==> src/rtl/pwm3_pkg.sv <==
package pwm3_pkg;
  localparam int ADR_PERIOD = 0;
  localparam int ADR_DUTY0  = 1;
  localparam int ADR_CTRL   = 4;
  localparam int ADR_OEN    = 5;
  localparam int ADR_LEVEL  = 6;

  // Phase level for the cycle whose counter value is nxt.
  function automatic logic duty_active(input logic [31:0] nxt,
                                       input logic [31:0] duty,
                                       input logic [31:0] period);
    if (duty == 32'd0)    return 1'b0;
    if (duty >= period)   return 1'b1;
    return (nxt < duty);
  endfunction
endpackage

==> src/rtl/pwm3_regs.sv <==
module pwm3_regs
  import pwm3_pkg::*;
#(
  parameter int CNT_W  = 16,
  parameter int PH_N   = 3,
  parameter int ADDR_W = 3
) (
  input  logic                           clk,
  input  logic                           rst_n,
  input  logic                           wr_en,
  input  logic [ADDR_W-1:0]              wr_addr,
  input  logic [CNT_W-1:0]               wr_data,
  output logic [CNT_W-1:0]               period_q,
  output logic [PH_N-1:0][CNT_W-1:0]     duty_q,
  output logic                           run_q,
  output logic [2*PH_N-1:0]              oen_q,
  output logic                           pol_q,
  output logic                           clr_req
);
  localparam int PIN_N = 2 * PH_N;

  logic sel_period, sel_ctrl, sel_oen, sel_level;
  assign sel_period = wr_en && (wr_addr == ADDR_W'(ADR_PERIOD));
  assign sel_ctrl   = wr_en && (wr_addr == ADDR_W'(ADR_CTRL));
  assign sel_oen    = wr_en && (wr_addr == ADDR_W'(ADR_OEN));
  assign sel_level  = wr_en && (wr_addr == ADDR_W'(ADR_LEVEL));
  assign clr_req    = sel_ctrl && wr_data[1];

  always_ff @(posedge clk or negedge rst_n) begin
    if (!rst_n) begin
      period_q <= '0;
      run_q    <= 1'b0;
      oen_q    <= '0;
      pol_q    <= 1'b1;
    end else begin
      if (sel_period) period_q <= wr_data;
      if (sel_ctrl)   run_q    <= wr_data[0];
      if (sel_oen)    oen_q    <= wr_data[PIN_N-1:0];
      if (sel_level)  pol_q    <= wr_data[0];
    end
  end

  generate
    for (genvar k = 0; k < PH_N; k++) begin : g_duty
      always_ff @(posedge clk or negedge rst_n) begin
        if (!rst_n)
          duty_q[k] <= '0;
        else if (wr_en && (wr_addr == ADDR_W'(ADR_DUTY0 + k)))
          duty_q[k] <= wr_data;
      end
    end
  endgenerate
endmodule

==> src/rtl/pwm3_counter.sv <==
module pwm3_counter #(
  parameter int CNT_W = 16
) (
  input  logic             clk,
  input  logic             rst_n,
  input  logic             run,
  input  logic [CNT_W-1:0] period,
  output logic [CNT_W-1:0] cnt_q,
  output logic [CNT_W-1:0] cnt_nxt
);
  function automatic logic [CNT_W-1:0] step(input logic [CNT_W-1:0] c,
                                            input logic [CNT_W-1:0] p);
    return (c >= p) ? '0 : c + 1'b1;
  endfunction

  assign cnt_nxt = step(cnt_q, period);

  always_ff @(posedge clk or negedge rst_n) begin
    if (!rst_n)   cnt_q <= '0;
    else if (run) cnt_q <= cnt_nxt;
  end
endmodule

==> src/rtl/pwm3_phase.sv <==
module pwm3_phase
  import pwm3_pkg::*;
#(
  parameter int CNT_W = 16
) (
  input  logic             clk,
  input  logic             rst_n,
  input  logic             run,
  input  logic [CNT_W-1:0] cnt_nxt,
  input  logic [CNT_W-1:0] duty,
  input  logic [CNT_W-1:0] period,
  output logic             ph_q
);
  logic ph_d;
  assign ph_d = run && duty_active(32'(cnt_nxt), 32'(duty), 32'(period));

  always_ff @(posedge clk or negedge rst_n) begin
    if (!rst_n) ph_q <= 1'b0;
    else        ph_q <= ph_d;
  end
endmodule

==> src/rtl/pwm3_trip.sv <==
module pwm3_trip (
  input  logic clk,
  input  logic rst_n,
  input  logic trip_n,
  input  logic clr_req,
  output logic fault_q,
  output logic trip_edge,
  output logic trip_hi
);
  logic s1_q, s2_q, s3_q;

  always_ff @(posedge clk or negedge rst_n) begin
    if (!rst_n) begin
      s1_q <= 1'b1;
      s2_q <= 1'b1;
      s3_q <= 1'b1;
    end else begin
      s1_q <= trip_n;
      s2_q <= s1_q;
      s3_q <= s2_q;
    end
  end

  assign trip_hi   = s2_q;
  assign trip_edge = s3_q && !s2_q;

  always_ff @(posedge clk or negedge rst_n) begin
    if (!rst_n)                  fault_q <= 1'b0;
    else if (trip_edge)          fault_q <= 1'b1;
    else if (clr_req && trip_hi) fault_q <= 1'b0;
  end
endmodule

==> src/rtl/pwm3_top.sv <==
module pwm3_top #(
  parameter int CNT_W  = 16,
  parameter int PH_N   = 3,
  parameter int ADDR_W = 3
) (
  input  logic              clk,
  input  logic              rst_n,
  input  logic              wr_en,
  input  logic [ADDR_W-1:0] wr_addr,
  input  logic [CNT_W-1:0]  wr_data,
  input  logic              trip_n,
  output logic [2*PH_N-1:0] pwm_o,
  output logic [2*PH_N-1:0] pwm_oe
);
  localparam int PIN_N = 2 * PH_N;

  logic [CNT_W-1:0]           period_q;
  logic [PH_N-1:0][CNT_W-1:0] duty_q;
  logic                       run_q, pol_q, clr_req;
  logic [PIN_N-1:0]           oen_q;
  logic [CNT_W-1:0]           cnt_q, cnt_nxt;
  logic [PH_N-1:0]            ph_q;
  logic                       fault_q, trip_edge, trip_hi;

  pwm3_regs #(.CNT_W(CNT_W), .PH_N(PH_N), .ADDR_W(ADDR_W)) regs_i (
    .clk(clk), .rst_n(rst_n), .wr_en(wr_en), .wr_addr(wr_addr),
    .wr_data(wr_data), .period_q(period_q), .duty_q(duty_q),
    .run_q(run_q), .oen_q(oen_q), .pol_q(pol_q), .clr_req(clr_req)
  );

  pwm3_counter #(.CNT_W(CNT_W)) cnt_i (
    .clk(clk), .rst_n(rst_n), .run(run_q), .period(period_q),
    .cnt_q(cnt_q), .cnt_nxt(cnt_nxt)
  );

  generate
    for (genvar k = 0; k < PH_N; k++) begin : g_ph
      pwm3_phase #(.CNT_W(CNT_W)) ph_i (
        .clk(clk), .rst_n(rst_n), .run(run_q), .cnt_nxt(cnt_nxt),
        .duty(duty_q[k]), .period(period_q), .ph_q(ph_q[k])
      );
      assign pwm_o[k]        = pol_q ? ph_q[k] : !ph_q[k];
      assign pwm_o[k + PH_N] = !pwm_o[k];
    end
  endgenerate

  pwm3_trip trip_i (
    .clk(clk), .rst_n(rst_n), .trip_n(trip_n), .clr_req(clr_req),
    .fault_q(fault_q), .trip_edge(trip_edge), .trip_hi(trip_hi)
  );

  assign pwm_oe = oen_q & {PIN_N{!fault_q}};
endmodule

==> config.mk <==
export PLATFORM = sky130hd
export DESIGN_NAME = pwm3_top
export DESIGN_NICKNAME = d
export VERILOG_FILES = /design/src/rtl/pwm3_pkg.sv /design/src/rtl/pwm3_regs.sv /design/src/rtl/pwm3_counter.sv /design/src/rtl/pwm3_phase.sv /design/src/rtl/pwm3_trip.sv /design/src/rtl/pwm3_top.sv
export SDC_FILE = /design/constraint.sdc
export NUM_CORES = 1
export LEC_CHECK = 0
export ABC_CLOCK_PERIOD_IN_PS = 10700
export BUFFER_PORTS_ARGS = -buffer_cell sky130_fd_sc_hd__buf_2
export CAP_MARGIN = 20
export CORE_MARGIN = 4
export CORE_UTILIZATION = 30
export CTS_CLUSTER_SIZE = 8
export DETAILED_ROUTE_END_ITERATION = 16
export HOLD_SLACK_MARGIN = 0.08
export PLACE_DENSITY = 0.51
export SYNTH_ARGS = -nofsm -noshare
export SYNTH_HDL_FRONTEND = slang
export SYNTH_SLANG_ARGS = --single-unit
==> constraint.sdc <==
create_clock -name clk -period 10.7 [get_ports clk]
set_clock_uncertainty 0.15 [all_clocks]
set_input_delay 2.14 -clock clk [delete_from_list [all_inputs] [get_ports clk]]
set_output_delay 2.14 -clock clk [all_outputs]
set_load 0.1 [all_outputs]
* Word level (Yosys, flattened, before mapping) *
Index checks and enable logic that the tools add are counted.

cells by class
  add/subtract/negate cells = 1
  multipliers = 0
  div/mod/pow operators = 0
  magnitude comparators = 7
  equal/unequal tests = 6
  shift-type cells = 0
  mux-type cells = 27
  bitwise gates (word level) = 1
  reductions and logical operators = 26

operators with widths
  operator               count
  $ge 16x16->1           4
  $logic_not 16->1       3
  $lt 16x16->1           3
  $mux 1                 26
  $add 16x1->16 const B  1
  $mux 16                1
  $logic_and 1x1->1      13
  $eq 3x3->1 const B     3
  $logic_not 1->1        8
  $and 6x6->6            1
  $eq 3x2->1 const B     2
  $eq 3x1->1 const B     1
  $logic_not 3->1        1
  $reduce_bool 2->1      1

storage, ports and cells
  register bits = 95
  latch bits = 0
  RAM bits = 0
  bits in read-only memories = 0
  input port bits = 23
  output and inout port bits = 12
  word-level logic and storage cells = 83
  memories kept = 0

* Longest topological paths before layout *
  word-level depth = 6
  depth in mapped cells = 16
  mapped depth without buffers = 14

* Modules after synthesis *
From an unflattened synthesis, not the netlist that was laid out.

unflattened totals
  cell total of the unflattened synthesis = 701
  area total of the unflattened synthesis = 7128.1 µm²

by module, submodules not included
  module        times used  cells an instance  area an instance (µm²)  seq. area each (µm²)
  pwm3_regs     1           159                2861.5                  1803.0
  pwm3_phase    3           115                830.8                   25.0
  pwm3_counter  1           176                1549.0                  400.4
  pwm3_trip     1           8                  123.9                   103.8
  pwm3_top      1           13                 101.3                   0.0

* Worst setup path before layout *
Ideal clock, no wire load.

  path kind = register to output
  start = reg regs_i.pol_q
  end = out pwm_o[3]
  data arrival time = 3.032 ns
  data required time = 8.410 ns
  path slack = 5.378 ns
  cell stages (with the launch flop) = 3
  buffers on the path = 0
  cell sequence = dfstp_2 > xnor2_1 > inv_1

on the way
  word-level cells in the longest chain between the ends = 2

ends and longest elaborated chain
  what                    line             text
  start, declared         pwm3_regs.sv:17  output logic pol_q,
  start signal, assigned  pwm3_regs.sv:39  if (sel_level) pol_q <= wr_data[0];
  $mux 1                  pwm3_top.sv:42   assign pwm_o[k] = pol_q ? ph_q[k] : !ph_q[k];
  named net pwm_o[0]      pwm3_top.sv:12   output logic [2*PH_N-1:0] pwm_o,
  $logic_not 1->1         pwm3_top.sv:43   assign pwm_o[k + PH_N] = !pwm_o[k];
  end, declared           pwm3_top.sv:12

The timed path passes the listed nets, and every way through them passes these cells.

* Worst setup path in the final report *
  start = reg cnt_i.cnt_q[0]
  end = reg g_ph[1].ph_i.ph_q

on the way
  word-level cells in the longest chain between the ends = 6
  elaborated cells on any way between the ends = 7
  classes of those cells = 1 x add/sub; 2 x order compare; 3 x mux; 1 x reduce/logical

ends and longest elaborated chain
  what                                                  line                text
  start, declared                                       pwm3_counter.sv:8   output logic [CNT_W-1:0] cnt_q,
  start signal, assigned                                pwm3_counter.sv:20  else if (run) cnt_q <= cnt_nxt;
  $add 16x1->16 / $ge 16x16->1 (equally long branches)  pwm3_counter.sv:13  return (c >= p) ? '0 : c + 1'b1;
  $mux 16 (*)                                           pwm3_counter.sv:13
  named net cnt_i.cnt_nxt[5]                            pwm3_counter.sv:9   output logic [CNT_W-1:0] cnt_nxt
  $lt 16x16->1 (*)                                      pwm3_pkg.sv:14      return (nxt < duty);
  $mux 1 (*)                                            pwm3_pkg.sv:14
  $mux 1 (*)                                            pwm3_pkg.sv:13      if (duty >= period) return 1'b1;
  $logic_and 1x1->1 (*)                                 pwm3_phase.sv:15    assign ph_d = run && duty_active(32'(cnt_nxt), 32'(duty), 32'(period));
  named net g_ph[1].ph_i.ph_d                           pwm3_phase.sv:14    logic ph_d;
  end signal, assigned                                  pwm3_phase.sv:19    else ph_q <= ph_d;
  end, declared                                         pwm3_phase.sv:12    output logic ph_q

The timed path passes the listed nets; every way through them passes the cells marked *.
A chain may end at the register's enable or synchronous reset.

==> metrics.txt <==
later-pin clock latency in the skew report 0.36 ns; CTS Buffer Depth 2; Area Overhead vs Synth 11.92%; H-tree levels 3; register area 2382 µm²; drt via density 5.028; met2 WL 8.333 mm; Sink Count 95; clock root cell clkbuf_16; R2R Setup Slk ~6.4 ns; DRT iter0 DRCs approximately 280; Cell Int Power 0.8334 mW; initial antenna violation count 0; sequential fraction of the synthesis area 36.09%; met3 WL 512 µm; cells after synthesis 710; io pins 35; DR vias 5174; WL final 18.33 mm; die area between 20000 and 25000 µm²; CP Max Fanout 33; vias in the first global route ~5100; CP max stage delay 0.48 ns; Resize count post-CTS 0; CTS Hold Bufs 0; Crit path max-delay family compound AO/OA/AOI/OAI gates; crit start category register; ANT cells 0; crit end category register; worst r2r src cnt_i.cnt_q[0]$_DFFE_PN0P_; Clock power frac 21.6%; status complete, no violations; GR Util All Layers 15.84%; Remaining DRCs 0; Final Core Density 33.95%; crit-path cells inv_1 > ha_1 > nand2b_1 > a2111oi_0 > or4b_4 > nand3_4 > nor2_1 > ha_1 > a21oi_1 > o21ai_0 > a2111oi_0 > o311ai_0 > a41oi_1; total CTS buffers 9; die width roughly 160 µm; CP required roughly 11 ns; crit path DAT around 4.4 ns; CORE AREA 21760 µm²; relative slew slack 55.90%; sink of the worst hold path trip_i.trip_hi$_DFF_PN1_; critical path class reg -> reg; Net Sw Frac 42.68%; total grt overflow 0; slew at the pin closest to its max-slew limit roughly 0.66 ns; worst hold slack about 0.21 ns; switching pwr 0.6205 mW; final net count about 900; largest net degree at the start of global routing 50; fin area ~7400 µm²; Placed Area 7102 µm²; WHS Path Cells 0; CP max-delay cell a2111oi_0; Final Hold Vio Count 0; minimum clock period 4.254 ns; Leak around 3.5 nW; fraction of registers with async set/reset 100.0%; slack of the critical path 6.446 ns; Final Slew Violations 0; Reg2Reg Depth 13; DR WL/cell around 18 µm; total of max-cap violations 0; worst hold start trip_i.s1_q$_DFF_PN1_; uppermost layer routed met4; Highest Clock Rate 0.2351 GHz; P per Cell Area just under 200 nW/µm²; CTS tree yes; setup bufs post-CTS 0; Multi-input gate area 3866 µm²; Setup Total Neg Slack 0 ns; ys flop type dfrtp_1; maximum VDD drop 0.0001299 V; Initial Util 30.34%; Hold Path Class reg -> reg; gpl congestion 0.9110; final setup fails 0; most frequent cells in the layout ha_1 (110), dfrtp_1 (91), inv_1 (75), nand2_1 (72), o21ai_0 (72); WP buf/inv 1; cell area after synthesis 6600 µm²; hpwl dp about 14 mm; Comb pwr share about 43%; Netlist cell types 50; DRT Pass-1 Iters 5; RSZ-0062 raised after global routing false; pre-CTS worst setup slack 6.452 ns; first-pass GRT wire length 29.75 mm; Final Cycle Share about 40%; Reg power frac 35.4%; met1 WL 9.084 mm; Synth Warn # 0; Yosys reg bits 95; Cell Rows between 50 and 60; Reg clk slew, reported paths 0.07 ns; reg2reg end g_ph[1].ph_i.ph_q$_DFF_PN0_; share of layout cells above drive strength 1 approximately 12%; post-route ant nets 0; Post-synth EDFFs 0; Die Span Y 156.3 µm; syn avg cell area slightly above 9 µm²; commonest non-fill, non-tap cell in the layout ha_1; # port buffers 34; syn nets 843; # fillers 2263
## worst max path at each step
stage                                     startpoint                          end  cells after the start
after global placement    cnt_i.cnt_q[0]$_DFFE_PN0P_  g_ph[1].ph_i.ph_q$_DFF_PN0_                     13
after detailed placement  cnt_i.cnt_q[0]$_DFFE_PN0P_  g_ph[1].ph_i.ph_q$_DFF_PN0_                     13
final                     cnt_i.cnt_q[0]$_DFFE_PN0P_  g_ph[1].ph_i.ph_q$_DFF_PN0_                     13
after CTS                 cnt_i.cnt_q[0]$_DFFE_PN0P_  g_ph[1].ph_i.ph_q$_DFF_PN0_                     13
after global routing      cnt_i.cnt_q[0]$_DFFE_PN0P_  g_ph[1].ph_i.ph_q$_DFF_PN0_                     13
after floorplan             regs_i.pol_q$_DFFE_PN1P_                     pwm_o[3]                      2
## stage by stage
stage | power, mW | instances
6_report | 1.454 | 1029
5_1_grt | 1.584 | 1029
4_1_cts | 1.466 | 1029
3_5_place_dp | 1.144 | 1013
3_3_place_gp | 1.137 | 1012
2_1_floorplan | 0.9568 | 710
## state kept, by name (all words and copies together), names as in the netlist
signal	count
cnt_i.cnt_q	16
g_ph.ph_i.ph_q	3
regs_i.duty_q	48
regs_i.oen_q	6
regs_i.period_q	16
regs_i.pol_q	1
regs_i.run_q	1
trip_i.fault_q	1
trip_i.s1_q	1
trip_i.s3_q	1
trip_i.trip_hi	1
## power groups by stage
stage / clock, mW / sequential (mW) / combinational, mW
floorplan: 0 / 0.485 / 0.472
global placement: 0 / 0.521 / 0.616
detailed placement: 0 / 0.520 / 0.624
CTS: 0.324 / 0.514 / 0.628
global route: 0.339 / 0.525 / 0.720
finish: 0.313 / 0.514 / 0.626
## routing by layer
metal	GRT usage, %	vias to the layer above
met5	0	-
met4	5.455	0
met2	24.71	72
li1	-	2603
met1	22.46	2478
met3	2.295	21
## cells in the mapped netlist, types with 10 or more instances
library cell	number	area share, %
clkbuf_1	11	0.63
nand4_1	10	0.95
nor2b_1	15	1.4
a22o_1	12	1.6
dfrtp_1	91	35
nor4_1	16	1.5
ha_1	110	21
o21ai_0	72	5.5
inv_1	75	4.3
a21o_1	10	1.1
mux2_2	26	4.4
nor3_1	11	0.83
xnor2_1	15	2.0
nor2_1	34	1.9
a21oi_1	35	2.7
nand2_1	72	4.1
## cell type report
class / instances / area share (%)
Multi-Input combinational cell: 523 / 52.34
Clock buffer: 10 / 3.235
Sequential cell: 95 / 32.25
Tap cell: 280 / 4.743
Timing Repair Buffer: 39 / 2.947
Inverter: 76 / 3.862
Clock inverter: 6 / 0.6267
## logic make-up (layout without fill, tap and decap cells)
kind of cell | after synthesis | count (layout) | synth area share (%)
DFF | 95 | 95 | 36.09
AOI/OAI and AO/OA | 171 | 171 | 15.68
buffers and inverters | 92 | 131 | 5.554
xor gates and xnor gates | 17 | 17 | 2.256
muxes | 28 | 28 | 4.739
and+or+nand+nor | 197 | 197 | 14.82
adders and majority gates | 110 | 110 | 20.85
Power figures use the tool's default switching activity.
